`src/rtl/itmr_pkg.sv`:
```
package itmr_pkg;
  localparam int CNT_W  = 16;
  localparam int DIGITS = CNT_W / 4;

  typedef enum logic [1:0] {K_TC, K_RATE, K_SQUARE} kind_e;
  typedef enum logic [1:0] {ACC_NONE = 2'b00, ACC_LO = 2'b01, ACC_HI = 2'b10, ACC_LOHI = 2'b11} acc_e;

  function automatic kind_e kind_of(input logic [2:0] m);
    if (m == 3'd2) return K_RATE;
    if (m == 3'd3) return K_SQUARE;
    return K_TC;
  endfunction

  // One step down; zero wraps to the top value of the chosen radix.
  function automatic logic [CNT_W-1:0] step_down(input logic [CNT_W-1:0] v, input logic bcd);
    logic [CNT_W-1:0] r;
    logic borrow;
    if (!bcd) return v - 1'b1;
    r = v;
    borrow = 1'b1;
    for (int i = 0; i < DIGITS; i++) begin
      if (borrow) begin
        if (r[i*4 +: 4] == 4'd0) r[i*4 +: 4] = 4'd9;
        else begin
          r[i*4 +: 4] = r[i*4 +: 4] - 4'd1;
          borrow = 1'b0;
        end
      end
    end
    return r;
  endfunction

  // Half of the load value in its own radix; zero stands for the maximum.
  function automatic logic [CNT_W-1:0] halve(input logic [CNT_W-1:0] v, input logic bcd);
    logic [CNT_W-1:0] r;
    logic [4:0] acc;
    logic rem;
    if (!bcd) return (v == '0) ? {1'b1, {(CNT_W-1){1'b0}}} : (v >> 1);
    if (v == '0) return {4'd5, {(CNT_W-4){1'b0}}};
    r = '0;
    rem = 1'b0;
    for (int i = DIGITS-1; i >= 0; i--) begin
      acc = (rem ? 5'd10 : 5'd0) + {1'b0, v[i*4 +: 4]};
      r[i*4 +: 4] = acc[4:1];
      rem = acc[0];
    end
    return r;
  endfunction
endpackage

```
`src/rtl/itmr_decode.sv`:
```
module itmr_decode #(
  parameter int NUM_CH = 3,
  parameter int ADDR_W = 2
) (
  input  logic              clk,
  input  logic              rst_n,
  input  logic [ADDR_W-1:0] addr,
  input  logic              wr,
  input  logic              rd,
  input  logic [7:0]        wdata,
  output logic [NUM_CH-1:0] ctrl_we,
  output logic [NUM_CH-1:0] data_we,
  output logic [NUM_CH-1:0] rd_adv
);
  localparam logic [ADDR_W-1:0] CTRL_ADDR = ADDR_W'(NUM_CH);

  logic is_ctrl;
  assign is_ctrl = wr && (addr == CTRL_ADDR);

  for (genvar c = 0; c < NUM_CH; c++) begin : g_ch
    assign ctrl_we[c] = is_ctrl && (wdata[7:6] == 2'(c));
    assign data_we[c] = wr && (addr == ADDR_W'(c));
    assign rd_adv[c]  = rd && (addr == ADDR_W'(c));
  end

  // at most one counter programmed per control write, none for select 3
  assert_one_ctrl_R1: assert property (@(posedge clk) disable iff (!rst_n)
    $onehot0(ctrl_we));
  assert_sel3_none_R1: assert property (@(posedge clk) disable iff (!rst_n)
    (is_ctrl && wdata[7:6] == 2'b11) |-> (ctrl_we == '0));
endmodule

```
`src/rtl/itmr_channel.sv`:
```
module itmr_channel
  import itmr_pkg::*;
(
  input  logic       clk,
  input  logic       rst_n,
  input  logic       ctrl_we,
  input  logic       data_we,
  input  logic       rd_adv,
  input  logic [7:0] wdata,
  input  logic       tick,
  input  logic       gate,
  output logic       out,
  output logic [7:0] rbyte
);
  logic [2:0]       mode_q;
  acc_e             acc_q;
  logic             bcd_q, wptr_q, rptr_q, armed_q, out_q;
  logic [7:0]       lo_q;
  logic [CNT_W-1:0] reload_q, cnt_q;

  kind_e            kind, new_kind;
  logic             load, step;
  logic [CNT_W-1:0] new_n, nxt;

  assign kind     = kind_of(mode_q);
  assign new_kind = kind_of(wdata[3:1]);
  assign load     = data_we && ((acc_q == ACC_LO) || (acc_q == ACC_HI) ||
                                (acc_q == ACC_LOHI && wptr_q));
  assign step     = tick && gate && armed_q && !ctrl_we && !load;
  assign nxt      = step_down(cnt_q, bcd_q);

  always_comb begin
    case (acc_q)
      ACC_LO:  new_n = {8'h00, wdata};
      ACC_HI:  new_n = {wdata, 8'h00};
      default: new_n = {wdata, lo_q};
    endcase
  end

  always_comb begin
    if (acc_q == ACC_HI || (acc_q == ACC_LOHI && rptr_q)) rbyte = cnt_q[15:8];
    else rbyte = cnt_q[7:0];
  end

  always_ff @(posedge clk or negedge rst_n) begin
    if (!rst_n) begin
      mode_q   <= '0;
      acc_q    <= ACC_LOHI;
      bcd_q    <= 1'b0;
      wptr_q   <= 1'b0;
      rptr_q   <= 1'b0;
      armed_q  <= 1'b0;
      out_q    <= 1'b0;
      lo_q     <= '0;
      reload_q <= '0;
      cnt_q    <= '0;
    end else if (ctrl_we) begin
      mode_q  <= wdata[3:1];
      acc_q   <= acc_e'(wdata[5:4]);
      bcd_q   <= wdata[0];
      wptr_q  <= 1'b0;
      rptr_q  <= 1'b0;
      armed_q <= 1'b0;
      out_q   <= (new_kind != K_TC);
    end else begin
      if (data_we && acc_q == ACC_LOHI && !wptr_q) begin
        lo_q   <= wdata;
        wptr_q <= 1'b1;
      end
      if (load) begin
        reload_q <= new_n;
        wptr_q   <= 1'b0;
        armed_q  <= 1'b1;
        cnt_q    <= (kind == K_SQUARE) ? halve(new_n, bcd_q) : new_n;
        out_q    <= (kind != K_TC);
      end else if (step) begin
        case (kind)
          K_RATE: begin
            if (cnt_q == 16'd1) begin
              out_q <= 1'b0;
              cnt_q <= reload_q;
            end else begin
              out_q <= 1'b1;
              cnt_q <= nxt;
            end
          end
          K_SQUARE: begin
            if (cnt_q == 16'd1) begin
              out_q <= ~out_q;
              cnt_q <= halve(reload_q, bcd_q);
            end else cnt_q <= nxt;
          end
          default: begin
            cnt_q <= nxt;
            if (nxt == '0) out_q <= 1'b1;
          end
        endcase
      end
      if (rd_adv && acc_q == ACC_LOHI) rptr_q <= ~rptr_q;
    end
  end

  assign out = out_q;

  // a low byte alone leaves the reload value untouched
  assert_lohi_hold_R3: assert property (@(posedge clk) disable iff (!rst_n)
    (data_we && !ctrl_we && acc_q == ACC_LOHI && !wptr_q) |=> $stable(reload_q));
  // gate low freezes the count
  assert_gate_hold_R5: assert property (@(posedge clk) disable iff (!rst_n)
    (!gate && !ctrl_we && !load) |=> $stable(cnt_q));
  // terminal-count output, once high, stays high until reprogrammed
  assert_tc_sticky_R6: assert property (@(posedge clk) disable iff (!rst_n)
    (kind == K_TC && out_q && !ctrl_we && !load) |=> out_q);
  // rate-generator low pulse lasts one enabled interval
  assert_rate_pulse_R7: assert property (@(posedge clk) disable iff (!rst_n)
    (kind == K_RATE && !out_q && step && reload_q != 16'd1) |=> out_q);
  // BCD count keeps every digit in 0..9
  assert_bcd_digits_R9: assert property (@(posedge clk) disable iff (!rst_n)
    (bcd_q && armed_q) |-> (cnt_q[3:0] <= 4'd9 && cnt_q[7:4] <= 4'd9 &&
                            cnt_q[11:8] <= 4'd9 && cnt_q[15:12] <= 4'd9));
endmodule

```
`src/rtl/itmr_top.sv`:
```
module itmr_top #(
  parameter int NUM_CH = 3,
  parameter int ADDR_W = 2
) (
  input  logic              clk,
  input  logic              rst_n,
  input  logic [ADDR_W-1:0] bus_addr,
  input  logic [7:0]        bus_wdata,
  input  logic              bus_wr,
  input  logic              bus_rd,
  output logic [7:0]        bus_rdata,
  input  logic [NUM_CH-1:0] cnt_tick,
  input  logic [NUM_CH-1:0] cnt_gate,
  output logic [NUM_CH-1:0] cnt_out
);
  logic [NUM_CH-1:0] ctrl_we, data_we, rd_adv;
  logic [7:0]        rbyte [NUM_CH];

  itmr_decode #(.NUM_CH(NUM_CH), .ADDR_W(ADDR_W)) u_dec (
    .clk(clk), .rst_n(rst_n), .addr(bus_addr), .wr(bus_wr), .rd(bus_rd),
    .wdata(bus_wdata), .ctrl_we(ctrl_we), .data_we(data_we), .rd_adv(rd_adv)
  );

  for (genvar c = 0; c < NUM_CH; c++) begin : g_chan
    itmr_channel u_ch (
      .clk(clk), .rst_n(rst_n), .ctrl_we(ctrl_we[c]), .data_we(data_we[c]),
      .rd_adv(rd_adv[c]), .wdata(bus_wdata), .tick(cnt_tick[c]),
      .gate(cnt_gate[c]), .out(cnt_out[c]), .rbyte(rbyte[c])
    );
  end

  always_comb begin
    bus_rdata = 8'h00;
    for (int c = 0; c < NUM_CH; c++)
      if (bus_addr == ADDR_W'(c)) bus_rdata = rbyte[c];
  end
endmodule

```
`config.mk`:
```
export PLATFORM = sky130hd
export DESIGN_NAME = itmr_top
export DESIGN_NICKNAME = d
export VERILOG_FILES = /design/src/rtl/itmr_pkg.sv /design/src/rtl/itmr_decode.sv /design/src/rtl/itmr_channel.sv /design/src/rtl/itmr_top.sv
export SDC_FILE = /design/constraint.sdc
export NUM_CORES = 1
export LEC_CHECK = 0
export BUFFER_PORTS_ARGS = -buffer_cell sky130_fd_sc_hd__buf_2
export CAP_MARGIN = 25
export CORE_ASPECT_RATIO = 2
export CORE_MARGIN = 3
export CORE_UTILIZATION = 58
export DETAILED_ROUTE_END_ITERATION = 7
export PLACE_DENSITY = 0.78
export SLEW_MARGIN = 10
export SYNTH_ARGS = -nofsm -noshare
export SYNTH_HDL_FRONTEND = slang
export SYNTH_HIERARCHICAL = 1
export SYNTH_SLANG_ARGS = --single-unit
```
`constraint.sdc`:
```
create_clock -name clk -period 2.9 [get_ports clk]
set_clock_uncertainty 0.2 [all_clocks]
set_input_delay 0.29 -clock clk [delete_from_list [all_inputs] [get_ports clk]]
set_output_delay 0.29 -clock clk [all_outputs]
set_load 0.02 [all_outputs]
```
==> results.md <==
Run status:
- The flow ran to the end, but the final reports show violations.
- The checks that failed: setup timing.

Timing:
- Across all setup checks in the final design, the least slack found is -0.00800 ns.
- Headroom to the max-slew limit came out at 0.459.
- Setup repair after global routing could not meet its margin everywhere.
- The final-report hold violation count was 0.
- The final count of negative-setup-slack endpoints is 1.
- The achievable clock frequency is roughly 340 MHz.
- In the finished design, the share of the clock period the worst path needs comes to 1.00.
- At the pin with the least slew margin, the transition time is 0.810 ns.
- The final critical path time including I/O delays and setup is around 2.9 ns.
- On the final layout, the worst hold slack is 0.112 ns.
- The final-report max-slew violation count was 0.

CTS:
- TritonCTS built the clock tree.
- The cell chosen for the clock root is sky130_fd_sc_hd__clkbuf_16.
- In this run the number of H-tree levels came out at 4.
- Counting along the longest clock path gives a buffer depth of 2.
- In this run, CTS created clock tree buffers numbering 17.
- The clock drives 150 sinks.
- The later pin in the worst-skew pair is clocked with a latency of about 0.45 ns.
- The clock-pin slew of the registers on the worst-case setup and hold paths is roughly 0.070 ns.

Global routing:
- The number of antenna violations at the first check in global routing was 1.
- The remaining global-route overflow is 0.
- The number of global-route vias before repair is about 13,000.
- Across every metal layer, demand over resource in global routing totals 0.382.
- The first-pass GRT wire length is a little under 70,000 um.
- Entering global routing, the biggest net connects 59 pins.

Placed design:
- Buffers placed on the I/O ports in this run total 30.
- The HPWL after detailed placement is approximately 33,000 um.
- The area of placed instances is roughly 14,000 um2.
- The weighted congestion at the end of routability-driven global placement is 1.07.
- The minimum setup slack after placement is -0.201 ns.

Critical path:
- The maximum fanout along the worst path is 8.
- The critical path class is reg2reg.
- The most repeated library cell on the critical path is sky130_fd_sc_hd__inv_2.
- The signal on the critical path passes through inv_2 -> ha_4 -> nor2b_4 -> a22oi_2 -> inv_2 -> nor4_2 -> nor4b_4 -> nor2_2 -> buf_2 -> a22oi_1 -> o21ai_1.
- For the worst setup path, the data arrival time is between 3 and 4 ns.
- Data on the critical path is required at its endpoint by slightly above 3 ns.
- The critical path's largest stage delay is approximately 0.56 ns.
- The worst setup path is launched from a flip-flop.
- The register-to-register path setup slack is -0.008 ns.
- STA classifies the critical path endpoint as a flip-flop.
- The critical path's slowest cell is sky130_fd_sc_hd__dfstp_2.

Yosys:
- The register area share after synthesis is 0.299.
- The gate count of the mapped netlist is ~1,500.
- The mean instance size in the synthesized netlist is between 8 and 9 um2.
- The mapped cell area is roughly 13,000 um2.
- The number of nets in the synthesized netlist is roughly 1,600.
- The Yosys step of the flow raised 6 warnings.
- By area the synthesized netlist is led by sky130_fd_sc_hd__dfrtp_1 29%, sky130_fd_sc_hd__ha_1 7.2%, sky130_fd_sc_hd__nand2_1 5.6%.
- The biggest area consumer among synthesized cells is sky130_fd_sc_hd__dfrtp_1.
- Among all flip-flop cells after synthesis, the most frequent one is sky130_fd_sc_hd__dfrtp_1.
- After synthesis the netlist holds a flip-flop and latch count of 150.
- The number of different library cells in the post-synthesis netlist is 97.
- The share of synthesized area in the top cell type comes to 0.286.
- Counting flops with an async set or reset pin after synthesis yields a share of 1.00.
- The number of enable-type register cells in the synthesized netlist is 0.

Finish:
- The finished layout cell area is ~15,000 um2.
- The total number of nets in the final design is approximately 1,700.
- In the final layout, the multi-input gates occupy slightly below 9000 um2.
- The share of post-route cells with drive strength above 1 is 0.265.
- The area growth from synthesis to final layout is 20.5%.
- The post-layout utilization of the core is 0.716.
- The antenna cell count is 0.
- The count of fill cells added during filler insertion is 1,668.
- The combined flip-flop and latch cell area is 3760 um2.

Floorplanning:
- The starting density of the core is 0.594.
- The width of the chip is 110 um.
- 31 I/O pins were placed.
- The floorplan step set the die height to approximately 210 um.
- The number of core rows is 75.
- The die area is ~24,000 um2.
- The core region area is around 21,000 um2.

Routing:
- Dividing the detail-routed via count by the number of cells gives 6.91.
- After detailed routing, the average wire length per cell comes to approximately 23 um.
- The violation count after the first detailed-route iteration is 957.
- In the routed design, unresolved DRC markers number 0.
- The length of the first detailed-routing pass in iterations is 7.
- The total via count in the routed design is 13,300.
- The number of nets with antenna violations after routing is 0.
- Wires add up to between 40,000 and 50,000 um.

Pwr:
- The cell area power density is 1080 nW/um2.
- The total power consumption of the routed design is 16.4 mW.
- The maximum vdd ir drop is roughly 0.0007 V.
- For this design the static power due to leakage is ~6.6 nW.

Worst hold path:
- The path class of the lowest-slack min-delay path is in2reg.

Flow run:
- Across the run, the number of max-cap violations was 0.
synthesized netlist by cell type, types with 10 or more instances:
cell and number:
sky130_fd_sc_hd__o22ai_1 11, sky130_fd_sc_hd__nand2_1 188, sky130_fd_sc_hd__mux2_2 62, sky130_fd_sc_hd__o21ai_0 130, sky130_fd_sc_hd__inv_1 63, sky130_fd_sc_hd__dfrtp_1 144
sky130_fd_sc_hd__mux2i_1 39, sky130_fd_sc_hd__clkbuf_1 73, sky130_fd_sc_hd__nor2b_1 10, sky130_fd_sc_hd__a31oi_1 31, sky130_fd_sc_hd__xor2_1 11, sky130_fd_sc_hd__o211ai_1 16
sky130_fd_sc_hd__nor2_1 105, sky130_fd_sc_hd__nor3_1 34, sky130_fd_sc_hd__o31ai_1 18, sky130_fd_sc_hd__a21o_1 11, sky130_fd_sc_hd__a221oi_1 13, sky130_fd_sc_hd__nand3_1 28
sky130_fd_sc_hd__ha_1 72, sky130_fd_sc_hd__buf_2 12, sky130_fd_sc_hd__a311oi_1 17, sky130_fd_sc_hd__nand2b_1 10, sky130_fd_sc_hd__nand4_1 11, sky130_fd_sc_hd__a211oi_1 19
sky130_fd_sc_hd__a22oi_1 26, sky130_fd_sc_hd__and2_1 15, sky130_fd_sc_hd__a21oi_1 82, sky130_fd_sc_hd__xnor2_1 27, sky130_fd_sc_hd__o2bb2ai_1 10, sky130_fd_sc_hd__nor4_1 29
sky130_fd_sc_hd__o221ai_1 13
cells by family (layout without fill, tap and decap cells):
logic type                 Yosys count  count (layout)  synth area share
AOI/OAI and AO/OA                  478             478             0.253
xor gates and xnor gates            38              38            0.0264
adders and majority gates           72              72            0.0715
buffers and inverters              170             303            0.0578
DFF                                150             150             0.299
muxes                              101             101            0.0864
and+or+nand+nor                    508             508             0.206
placed cells by master (no fill, tap or decap), types with 32 or more instances in the layout:
master	Yosys	layout
sky130_fd_sc_hd__o21ai_0	130	127
sky130_fd_sc_hd__nand2_1	188	187
sky130_fd_sc_hd__buf_4	1	167
sky130_fd_sc_hd__a21oi_1	82	81
sky130_fd_sc_hd__dfrtp_1	144	143
sky130_fd_sc_hd__ha_1	72	59
sky130_fd_sc_hd__nor3_1	34	32
sky130_fd_sc_hd__mux2_2	62	56
sky130_fd_sc_hd__inv_1	63	57
sky130_fd_sc_hd__nor2_1	105	104
path summary, 6_finish.rpt:
check | start | to | cells past startpoint
min | bus_wdata[4] | g_chan[2].u_ch/acc_q[0] | 4
max | g_chan[1].u_ch/acc_q[0] | g_chan[1].u_ch/cnt_q[1] | 11
max reg2reg | g_chan[1].u_ch/acc_q[0] | g_chan[1].u_ch/cnt_q[1] | 11
min in group asynchronous | rst_n | g_chan[0].u_ch/cnt_q[4] | 2
min reg2reg | g_chan[2].u_ch/armed_q | g_chan[2].u_ch/armed_q | 2
max in group asynchronous | rst_n | g_chan[2].u_ch/acc_q[0] | 3
sequential cells by signal (all words and copies together), names as in the netlist:
register              count
g_chan.u_ch/reload_q     48
g_chan.u_ch/armed_q       3
g_chan.u_ch/rptr_q        3
g_chan.u_ch/bcd_q         3
g_chan.u_ch/out           3
g_chan.u_ch/wptr_q        3
g_chan.u_ch/lo_q         24
g_chan.u_ch/cnt_q        48
g_chan.u_ch/acc_q         6
g_chan.u_ch/mode_q        9
repair_timing:
action | in CTS | in global routing
setup endpoints to repair | 35 | 53
endpoints found under the hold margin | 56 | 0
gates cloned | 0 | 1
hold buffers | 1 | 0
pin swaps | 4 | 21
setup buffers | 1 | 7
gates resized for setup | 30 | 90
per-layer routing:
layer | part of all wire | track usage
met1 | 0.33 | 0.395
met2 | 0.50 | 0.651
met3 | 0.067 | 0.0717
met4 | 0.10 | 0.303
met5 | 0 | 0
layout make-up:
class                           count  area share
Sequential cell                   150       0.248
Multi-Input combinational cell   1197       0.573
Timing Repair Buffer              205       0.102
Tap cell                          269      0.0222
Inverter                           66      0.0163
Clock inverter                     13     0.00973
Clock buffer                       19      0.0292
through the flow:
stage	TNS (ns)	std cells
floorplan	-0.0107	1517
global placement	-0.214	1875
detailed placement	-1.17	1876
CTS	-0.161	1910
global route	-0.315	1919
finish	-0.00800	1919
power breakdown:
part / switching (mW) / leakage [nW] / total (mW) / internal (mW)
combinational: 5.59 / 4.44 / 9.91 / 4.32
sequential: 1.27 / 1.87 / 4.29 / 3.01
clock: 0.948 / 0.288 / 2.25 / 1.30
worst max-delay path, delay by kind of cell (launching register included):
| family | cells | cell delay (ns) |
|---|---|---|
| AND/OR/NAND/NOR | 4 | 0.74 |
| AO/OA/AOI/OAI | 3 | 0.59 |
| flip-flops | 1 | 0.56 |
| buffers and inverters | 3 | 0.35 |
| adder cells (fa/ha/maj) | 1 | 0.32 |
Note: power is estimated with default switching activity, not from simulation.
